===== src/rtl/dfe_pkg.sv =====
package dfe_pkg;

    typedef enum logic [1:0] {
        MODE_MANUAL = 2'd0,
        MODE_CAL    = 2'd1,
        MODE_TRACK  = 2'd2,
        MODE_HOLD   = 2'd3
    } dfe_mode_e;

    function automatic int max_of(input int a, input int b);
        return (a > b) ? a : b;
    endfunction

endpackage


===== src/rtl/dfe_history.sv =====
module dfe_history #(
    parameter int NUM_TAPS = 11
) (
    input  logic                clk,
    input  logic                rst_n,
    input  logic                shift_en,
    input  logic                new_dec,
    output logic [NUM_TAPS-1:0] hist
);
    logic [NUM_TAPS-1:0] hist_d, hist_q;

    always_comb begin
        hist_d = hist_q;
        if (shift_en) begin
            hist_d = {hist_q[NUM_TAPS-2:0], new_dec};
        end
    end

    always_ff @(posedge clk) begin
        if (!rst_n) begin
            hist_q <= '0;
        end else begin
            hist_q <= hist_d;
        end
    end

    assign hist = hist_q;
endmodule


===== src/rtl/dfe_fb_sum.sv =====
module dfe_fb_sum #(
    parameter int NUM_TAPS = 11,
    parameter int WEIGHT_W = 8,
    parameter int SUM_W    = 12
) (
    input  logic [NUM_TAPS*WEIGHT_W-1:0] weights,
    input  logic [NUM_TAPS-1:0]          hist,
    output logic signed [SUM_W-1:0]      sum
);
    logic signed [SUM_W-1:0] term [NUM_TAPS];
    logic signed [SUM_W-1:0] part [NUM_TAPS+1];

    assign part[0] = '0;

    for (genvar i = 0; i < NUM_TAPS; i++) begin : g_tap
        logic signed [SUM_W-1:0] w_ext;
        assign w_ext = {{(SUM_W-WEIGHT_W){weights[i*WEIGHT_W+WEIGHT_W-1]}},
                        weights[i*WEIGHT_W +: WEIGHT_W]};
        // a stored 1 is +1 and a stored 0 is -1: sign flip, no multiplier
        assign term[i]   = hist[i] ? w_ext : -w_ext;
        assign part[i+1] = part[i] + term[i];
    end

    assign sum = part[NUM_TAPS];
endmodule


===== src/rtl/dfe_tap_update.sv =====
module dfe_tap_update #(
    parameter int WEIGHT_W = 8,
    parameter int STEP_W   = 4
) (
    input  logic [WEIGHT_W-1:0] w_cur,
    input  logic                past_dec,
    input  logic                err_pos,
    input  logic                err_neg,
    input  logic [STEP_W-1:0]   step,
    input  logic [WEIGHT_W-1:0] w_min,
    input  logic [WEIGHT_W-1:0] w_max,
    output logic [WEIGHT_W-1:0] w_next
);
    localparam int XW = dfe_pkg::max_of(WEIGHT_W, STEP_W) + 2;

    logic signed [XW-1:0] cur_x, step_x, min_x, max_x, raw;
    logic                 go_up, go_down;

    always_comb begin
        cur_x   = {{(XW-WEIGHT_W){w_cur[WEIGHT_W-1]}}, w_cur};
        min_x   = {{(XW-WEIGHT_W){w_min[WEIGHT_W-1]}}, w_min};
        max_x   = {{(XW-WEIGHT_W){w_max[WEIGHT_W-1]}}, w_max};
        step_x  = {{(XW-STEP_W){1'b0}}, step};
        go_up   = (err_pos & past_dec) | (err_neg & ~past_dec);
        go_down = (err_pos & ~past_dec) | (err_neg & past_dec);
        raw     = cur_x;
        if (go_up) begin
            raw = cur_x + step_x;
        end else if (go_down) begin
            raw = cur_x - step_x;
        end
        if (go_up || go_down) begin
            if (raw > max_x) raw = max_x;
            if (raw < min_x) raw = min_x;
        end
        w_next = raw[WEIGHT_W-1:0];
    end
endmodule


===== src/rtl/dfe_adapt.sv =====
module dfe_adapt #(
    parameter int NUM_TAPS = 11,
    parameter int SAMPLE_W = 12,
    parameter int WEIGHT_W = 8,
    parameter int STEP_W   = 4,
    parameter int CNT_W    = 16,
    localparam int SUM_W   = WEIGHT_W + $clog2(NUM_TAPS + 1),
    localparam int ACC_W   = dfe_pkg::max_of(SAMPLE_W, SUM_W) + 1
) (
    input  logic                         clk,
    input  logic                         rst_n,
    input  logic                         in_valid,
    input  logic [SAMPLE_W-1:0]          in_sample,
    input  logic [1:0]                   mode,
    input  logic [NUM_TAPS*WEIGHT_W-1:0] manual_w,
    input  logic [STEP_W-1:0]            step,
    input  logic [SAMPLE_W-1:0]          ideal_level,
    input  logic [WEIGHT_W-1:0]          w_min,
    input  logic [WEIGHT_W-1:0]          w_max,
    input  logic [CNT_W-1:0]             cal_len,
    output logic                         out_valid,
    output logic                         dec_out,
    output logic [ACC_W-1:0]             eq_out,
    output logic [NUM_TAPS*WEIGHT_W-1:0] weights_out,
    output logic                         cal_done
);
    import dfe_pkg::*;

    localparam int ERR_W = ACC_W + 1;

    typedef struct packed {
        logic                               out_valid;
        logic                               dec;
        logic [ACC_W-1:0]                   eq;
        logic [NUM_TAPS-1:0][WEIGHT_W-1:0]  w;
        logic [CNT_W-1:0]                   cnt;
        logic                               done;
    } state_t;

    state_t s_d, s_q;

    dfe_mode_e                          mode_e;
    logic [NUM_TAPS-1:0]                hist;
    logic signed [SUM_W-1:0]            fb_sum;
    logic signed [ACC_W-1:0]            y_now;
    logic signed [ERR_W-1:0]            err;
    logic signed [ERR_W-1:0]            target;
    logic                               dec_now, err_pos, err_neg;
    logic                               cal_open, upd_en;
    logic [NUM_TAPS-1:0][WEIGHT_W-1:0]  tap_next;

    assign mode_e = dfe_mode_e'(mode);

    dfe_history #(.NUM_TAPS(NUM_TAPS)) hist_i (
        .clk      (clk),
        .rst_n    (rst_n),
        .shift_en (in_valid),
        .new_dec  (dec_now),
        .hist     (hist)
    );

    dfe_fb_sum #(.NUM_TAPS(NUM_TAPS), .WEIGHT_W(WEIGHT_W), .SUM_W(SUM_W)) sum_i (
        .weights (s_q.w),
        .hist    (hist),
        .sum     (fb_sum)
    );

    // Slicer and error: same cycle as the sample, so feedback closes in one period
    always_comb begin
        y_now   = {{(ACC_W-SAMPLE_W){in_sample[SAMPLE_W-1]}}, in_sample}
                - {{(ACC_W-SUM_W){fb_sum[SUM_W-1]}}, fb_sum};
        dec_now = ~y_now[ACC_W-1];
        target  = dec_now ? {{(ERR_W-SAMPLE_W){1'b0}}, ideal_level}
                          : -{{(ERR_W-SAMPLE_W){1'b0}}, ideal_level};
        err     = {y_now[ACC_W-1], y_now} - target;
        err_neg = err[ERR_W-1];
        err_pos = ~err[ERR_W-1] & (err != '0);
    end

    assign cal_open = (mode_e == MODE_CAL) && (s_q.cnt < cal_len);
    assign upd_en   = in_valid && ((mode_e == MODE_TRACK) || cal_open);

    for (genvar i = 0; i < NUM_TAPS; i++) begin : g_upd
        dfe_tap_update #(.WEIGHT_W(WEIGHT_W), .STEP_W(STEP_W)) upd_i (
            .w_cur    (s_q.w[i]),
            .past_dec (hist[i]),
            .err_pos  (err_pos),
            .err_neg  (err_neg),
            .step     (step),
            .w_min    (w_min),
            .w_max    (w_max),
            .w_next   (tap_next[i])
        );
    end

    always_comb begin
        s_d = s_q;
        s_d.out_valid = in_valid;
        if (in_valid) begin
            s_d.dec = dec_now;
            s_d.eq  = y_now;
        end
        unique case (mode_e)
            MODE_MANUAL: s_d.w = manual_w;
            MODE_CAL,
            MODE_TRACK:  if (upd_en) s_d.w = tap_next;
            default:     s_d.w = s_q.w;
        endcase
        if (mode_e != MODE_CAL) begin
            s_d.cnt  = '0;
            s_d.done = 1'b0;
        end else begin
            if (upd_en) s_d.cnt = s_q.cnt + 1'b1;
            s_d.done = (s_d.cnt >= cal_len);
        end
    end

    always_ff @(posedge clk) begin
        if (!rst_n) begin
            s_q <= '0;
        end else begin
            s_q <= s_d;
        end
    end

    assign out_valid   = s_q.out_valid;
    assign dec_out     = s_q.dec;
    assign eq_out      = s_q.eq;
    assign weights_out = s_q.w;
    assign cal_done    = s_q.done;
endmodule


===== config.mk =====
export PLATFORM = sky130hd
export DESIGN_NAME = dfe_adapt
export DESIGN_NICKNAME = d
export VERILOG_FILES = /design/src/rtl/dfe_pkg.sv /design/src/rtl/dfe_history.sv /design/src/rtl/dfe_fb_sum.sv /design/src/rtl/dfe_tap_update.sv /design/src/rtl/dfe_adapt.sv
export SDC_FILE = /design/constraint.sdc
export NUM_CORES = 1
export LEC_CHECK = 0
export ABC_AREA = 0
export BUFFER_PORTS_ARGS = -buffer_cell sky130_fd_sc_hd__buf_2
export CAP_MARGIN = 20
export CORE_UTILIZATION = 25
export CTS_CLUSTER_DIAMETER = 100
export DETAILED_ROUTE_END_ITERATION = 10
export PLACE_DENSITY = 0.52
export SYNTH_ARGS = -nofsm -noshare
export SYNTH_HDL_FRONTEND = slang
export SYNTH_SLANG_ARGS = --single-unit
export TNS_END_PERCENT = 30

===== constraint.sdc =====
create_clock -name clk -period 23.4 [get_ports clk]
set_clock_uncertainty 0.15 [all_clocks]
set_input_delay 4.68 -clock clk [delete_from_list [all_inputs] [get_ports clk]]
set_output_delay 4.68 -clock clk [all_outputs]
set_load 0.01 [all_outputs]

==> results.json, run 1 <==
{
  "r2r.worst_path.cells": 62,
  "r2r-start": "weights_out[1]",
  "cp_common_cell": "a21oi_1",
  "seq_area_frac_synth": 0.0928,
  "num_rows": 122,
  "die_w_um": 337,
  "crit_path_max_fanout": 68,
  "fin_tns_setup_ns": 0,
  "hpwl_um": 110000,
  "fmax_ghz": 0.0560,
  "synth-main-ff-cell": "dfxtp_1",
  "grt_max_degree": 72,
  "cts_resized": 0,
  "hp-class": "flip-flop to flip-flop",
  "r2r_slack_ns": 5.53,
  "drv_slew": 0,
  "synthToLayoutAreaGrowth_pct": 9.76,
  "clk_latency_ns": 0.54,
  "tightest_slew_ns": 1.08,
  "wl_um": 146000,
  "cts_setup_buffers": 0,
  "worst_setup_path_end_kind": "flip-flop",
  "holdPathEnd": "eq_out[1]",
  "setup_violations": 0,
  "critPathTopFamily": "compound AO/OA/AOI/OAI gates",
  "rsz0062_at_grt": "false",
  "post-route-drc-count": 0,
  "dieArea_um2": 114000,
  "coreArea_um2": 111000,
  "initialDrtViolationCount": 3480,
  "max_slew_margin": 0.277,
  "fillers": 12143,
  "fin_ws_ns": 5.53,
  "nets": 4349,
  "synth-seq-cells": 130,
  "pin_count": 257,
  "post-route-period-util": 0.764,
  "synthCells": 3702,
  "layout-drive-gt1-share": 0.132,
  "synth-edff-count": 0,
  "routedWlPerCell_um": 27.9,
  "grt_overflow": 0,
  "finalCoreUtilization": 0.277,
  "cp.required_ns": 23.70,
  "path_class": "flip-flop to flip-flop",
  "layout_min_cycle_time_ns": 17.87,
  "gp_congestion": 0.986,
  "cts_made_buffers": 17,
  "hold_viol": 0,
  "holdPathStages": 2,
  "synth.distinct_cells": 107,
  "status": "completed",
  "clkTransAtPathRegs_ns": 0.09,
  "grt_first_pass_wirelength_um": 208000,
  "antenna_left": 0,
  "async_flop_share": 0,
  "hp-start": "eq_out[1]",
  "clock-root-buffer": "clkbuf_16",
  "grtUsageTotal": 0.251,
  "vias": 30381,
  "max_stage_delay_ns": 0.80,
  "cts_tree": "done",
  "crit_slowest_cell": "o22ai_1",
  "postSynthAreaPerCell_um2": 7.58,
  "cp.buffers_inverters": 7,
  "critPathArrivalTime_ns": 18.17,
  "fp.dieH_um": 337,
  "cts_hold_buf": 0,
  "max-cap-violations": 0,
  "post-place-ws_ns": 5.90,
  "r2r-end": "weights_out[34]",
  "htreeDepth": 4,
  "via_per_inst": 5.82,
  "antenna_found_initial": 6,
  "clockBufferDepth": 2,
  "drt_pre_antenna_iters": 8,
  "worst_setup_path_start_kind": "flip-flop",
  "fin_cells": 5224,
  "port_buffers": 256,
  "synth-warning-count": 0,
  "synth_area_um2": 28100,
  "synth.net_count": 4332,
  "clock_sinks": 130,
  "start_util": 0.253,
  "dp.cells": 5187,
  "grt_pass1_vias": 28184
}
-- metrics by stage --
stage	hold slack [ns]	area, um^2
2_1_floorplan	0.307	28100
3_3_place_gp	0.322	30200
3_5_place_dp	0.332	30200
4_1_cts	0.348	30800
5_1_grt	0.380	30800
6_report	0.342	30800
-- layer usage --
layer  up-vias  share of wire  global-route usage
met5         -       0.000089                   0
li1      13488              -                   -
met3       316           0.11              0.0552
met1     14668           0.43               0.344
met2      1907           0.42               0.374
met4         2          0.049               0.112
-- placed cells by master (no fill, tap or decap), types with 24 or more instances in the layout --
master,synthesis,final
a211oi_1,62,62
a21o_1,69,69
a21oi_1,240,237
a311oi_1,24,24
a31oi_1,65,65
and2_1,24,24
buf_2,30,255
buf_4,106,71
dfxtp_1,130,130
fa_1,117,117
ha_1,360,360
inv_1,273,272
mux2_2,46,46
mux2i_1,47,47
nand2_1,251,250
nand2b_1,32,32
nand3_1,98,97
nand4_1,50,50
nor2_1,301,300
nor2b_1,53,52
nor3_1,89,89
o211ai_1,77,77
o21a_1,43,43
o21ai_0,210,209
o221ai_1,36,36
o311ai_0,29,29
o31ai_1,37,37
xnor2_1,115,115
xor2_1,79,79
-- Yosys cell counts (16+ instances only) --
| cell type | count | area [um^2] |
|---|---|---|
| ha_1 | 360 | 4500 |
| nor2_1 | 301 | 1130 |
| inv_1 | 273 | 1020 |
| nand2_1 | 251 | 942 |
| a21oi_1 | 240 | 1200 |
| o21ai_0 | 210 | 1050 |
| clkbuf_1 | 169 | 634 |
| dfxtp_1 | 130 | 2600 |
| fa_1 | 117 | 2340 |
| xnor2_1 | 115 | 1010 |
| buf_4 | 106 | 796 |
| nand3_1 | 98 | 490 |
| nor3_1 | 89 | 445 |
| xor2_1 | 79 | 692 |
| o211ai_1 | 77 | 578 |
| a21o_1 | 69 | 518 |
| a31oi_1 | 65 | 407 |
| a211oi_1 | 62 | 465 |
| nor2b_1 | 53 | 332 |
| nand4_1 | 50 | 313 |
| mux2i_1 | 47 | 470 |
| mux2_2 | 46 | 518 |
| o21a_1 | 43 | 323 |
| o31ai_1 | 37 | 278 |
| o221ai_1 | 36 | 315 |
| nand2b_1 | 32 | 200 |
| buf_2 | 30 | 150 |
| o311ai_0 | 29 | 254 |
| a311oi_1 | 24 | 210 |
| and2_1 | 24 | 150 |
| or3_1 | 24 | 150 |
| a311o_1 | 23 | 230 |
| and3_1 | 22 | 138 |
| o21bai_1 | 21 | 158 |
| buf_1 | 20 | 75.1 |
| or2_2 | 19 | 119 |
| a211o_1 | 18 | 158 |
| o22ai_1 | 17 | 106 |
| a22oi_1 | 16 | 120 |
-- cells by family (layout without fill, tap and decap cells) --
logic type      after synthesis  in the layout  share of synthesized area
compound gates             1173           1173                      0.290
simple gates               1021           1021                      0.175
buf+inv                     607            637                     0.0975
fa+ha+maj                   477            477                      0.244
xor+xnor                    196            196                     0.0617
flops                       130            130                     0.0928
mux                          98             98                     0.0388
other cells                   0              4                          0
-- registers in the layout, summed over array words and instances (netlist names) --
name and flops:
out_valid 1, s_q 16, eq_out 13, hist_i.hist 11, cal_done 1, weights_out 88
-- area by class of cell --
| type | instances | area (um^2) | share of cell area |
|---|---|---|---|
| clock inverters | 15 | 195 | 0.00634 |
| multi-input cells | 2965 | 22800 | 0.742 |
| well taps | 1488 | 1860 | 0.0605 |
| flip-flops and latches | 130 | 2600 | 0.0845 |
| clock buffers | 17 | 425 | 0.0138 |
| diodes | 4 | 10.0 | 0.000325 |
| inverters | 279 | 1050 | 0.0340 |
| repair buffers | 326 | 1810 | 0.0588 |
-- worst register-to-register path: cells and delay by family, from the launching register on --
family          cells  cell delay [ns]
compound gates     31             8.19
xor+xnor            3             0.55
fa+ha+maj          11             4.52
buf+inv             7             2.11
flops               1             0.73
simple gates       10             1.55
-- how the worst max path moves through the flow --
stage | start | end | slack, ns | cells after the start
6_report | weights_out[1] | weights_out[34] | 5.53 | 62
3_5_place_dp | weights_out[1] | weights_out[34] | 5.90 | 62
5_1_grt | weights_out[80] | weights_out[34] | 4.66 | 61
3_3_place_gp | weights_out[1] | weights_out[34] | 6.11 | 62
2_1_floorplan | hist_i.hist[4] | weights_out[77] | 8.70 | 66
4_1_cts | weights_out[1] | weights_out[34] | 5.84 | 62
Power of run 1 is not shown: default switching activity piles up to over one toggle a cycle in this logic, so the estimate is an artifact.
==> run 2, diff against run 1 <==
- clock period: 23.4 -> 18.3 ns (I/O delays scaled with it)
==> results.json, run 2 (synthesis results as in run 1) <==
{
  "largest_register_ffs": 88,
  "fp.dieH_um": 337,
  "clk_latency_ns": 0.53,
  "finalCoreUtilization": 0.278,
  "wl_um": 148000,
  "cts_hold_buf": 0,
  "clock_sinks": 130,
  "gp_congestion": 1.03,
  "routedWlPerCell_um": 28.2,
  "hpwl_um": 113000,
  "hold_viol": 0,
  "setup_violations": 0,
  "path_class": "flip-flop to flip-flop",
  "dieArea_um2": 114000,
  "cp.required_ns": 18.61,
  "tightest_slew_ns": 1.12,
  "grt_max_degree": 116,
  "r2r_slack_ns": 1.65,
  "synthToLayoutAreaGrowth_pct": 10.1,
  "drt_pre_antenna_iters": 8,
  "coreArea_um2": 111000,
  "layout_min_cycle_time_ns": 16.65,
  "max_stage_delay_ns": 0.84,
  "cp-endpoint": "weights_out[19]",
  "cp-startpoint": "weights_out[73]",
  "via_per_inst": 5.83,
  "max-cap-violations": 0,
  "cts_resized": 0,
  "r2r-start": "weights_out[73]",
  "start_util": 0.253,
  "worst_setup_path_end_kind": "flip-flop",
  "hp-class": "flip-flop to flip-flop",
  "worst_setup_path_start_kind": "flip-flop",
  "grt_first_pass_wirelength_um": 210000,
  "rsz0062_at_grt": "false",
  "antenna_left": 0,
  "cp_common_cell": "ha_1",
  "initialDrtViolationCount": 4017,
  "cts_setup_buffers": 0,
  "final_common_cell": "ha_1",
  "nets": 4367,
  "dp.cells": 5206,
  "final_cell_mix": "ha_1 (360), nor2_1 (300), inv_1 (273), buf_2 (255), nand2_1 (250)",
  "fmax_ghz": 0.0601,
  "clkTransAtPathRegs_ns": 0.08,
  "crit_path_max_fanout": 20,
  "port_buffers": 256,
  "post-route-period-util": 0.910,
  "crit_slowest_cell": "or3_2",
  "grt_pass1_vias": 28742,
  "cts_tree": "done",
  "critPathArrivalTime_ns": 16.96,
  "grtUsageTotal": 0.255,
  "drv_slew": 0,
  "layout-drive-gt1-share": 0.136,
  "fin_tns_setup_ns": 0,
  "num_rows": 122,
  "die_w_um": 337,
  "post-route-drc-count": 0,
  "pin_count": 257,
  "antenna_found_initial": 6,
  "r2r.worst_path.cells": 59,
  "clockBufferDepth": 2,
  "max_slew_margin": 0.255,
  "grt_overflow": 0,
  "vias": 30523,
  "status": "completed",
  "clock-root-buffer": "clkbuf_16",
  "cts_made_buffers": 17,
  "fin_cells": 5239,
  "htreeDepth": 4,
  "r2r-end": "weights_out[19]"
}
==> run 2: worst min path at each step <==
stage                         start         to  cells after the start  slack (ns)
after CTS                 eq_out[4]  eq_out[4]                      2        0.35
after floorplan           eq_out[1]  eq_out[1]                      2        0.31
after detailed placement  eq_out[4]  eq_out[4]                      2        0.33
final                     eq_out[2]  eq_out[2]                      2        0.35
after global routing      eq_out[1]  eq_out[1]                      2        0.37
after global placement    eq_out[7]  eq_out[7]                      2        0.32
==> run 2: stage by stage <==
step | cell area [um^2] | hold WS (ns) | setup slack [ns]
2_1_floorplan | 28100 | 0.307 | 3.60
3_3_place_gp | 30300 | 0.319 | 1.98
3_5_place_dp | 30300 | 0.328 | 2.00
4_1_cts | 30900 | 0.349 | 1.93
5_1_grt | 30900 | 0.366 | 0.593
6_report | 30900 | 0.346 | 1.65
==> run 2: layout make-up <==
class                           count  area [um^2]
Clock buffer                       17          425
Clock inverter                     15          135
Timing Repair Buffer              344         1970
Tap cell                         1488         1860
Sequential cell                   130         2600
Inverter                          279         1050
Multi-Input combinational cell   2965        22800
Fill cell                       12184        80100
Antenna cell                        1         2.50
==> run 2: worst max-delay path: cells and delay by family (launching register included) <==
kind                     cells  cell delay, ns
AND/OR/NAND/NOR             11            2.15
XOR/XNOR                     4            0.81
AO/OA/AOI/OAI               29            7.46
buffers and inverters        4            0.68
flip-flops                   1            0.73
adder cells (fa/ha/maj)     11            4.55
==> run 2: per-layer routing <==
metal	routed length, um	global-route usage	vias to the layer above
li1	-	-	13522
met1	63000	0.347	14734
met2	60700	0.373	1896
met3	16600	0.0629	365
met4	7500	0.122	6
met5	39	0	-
Power of run 2 is left out for the same reason.
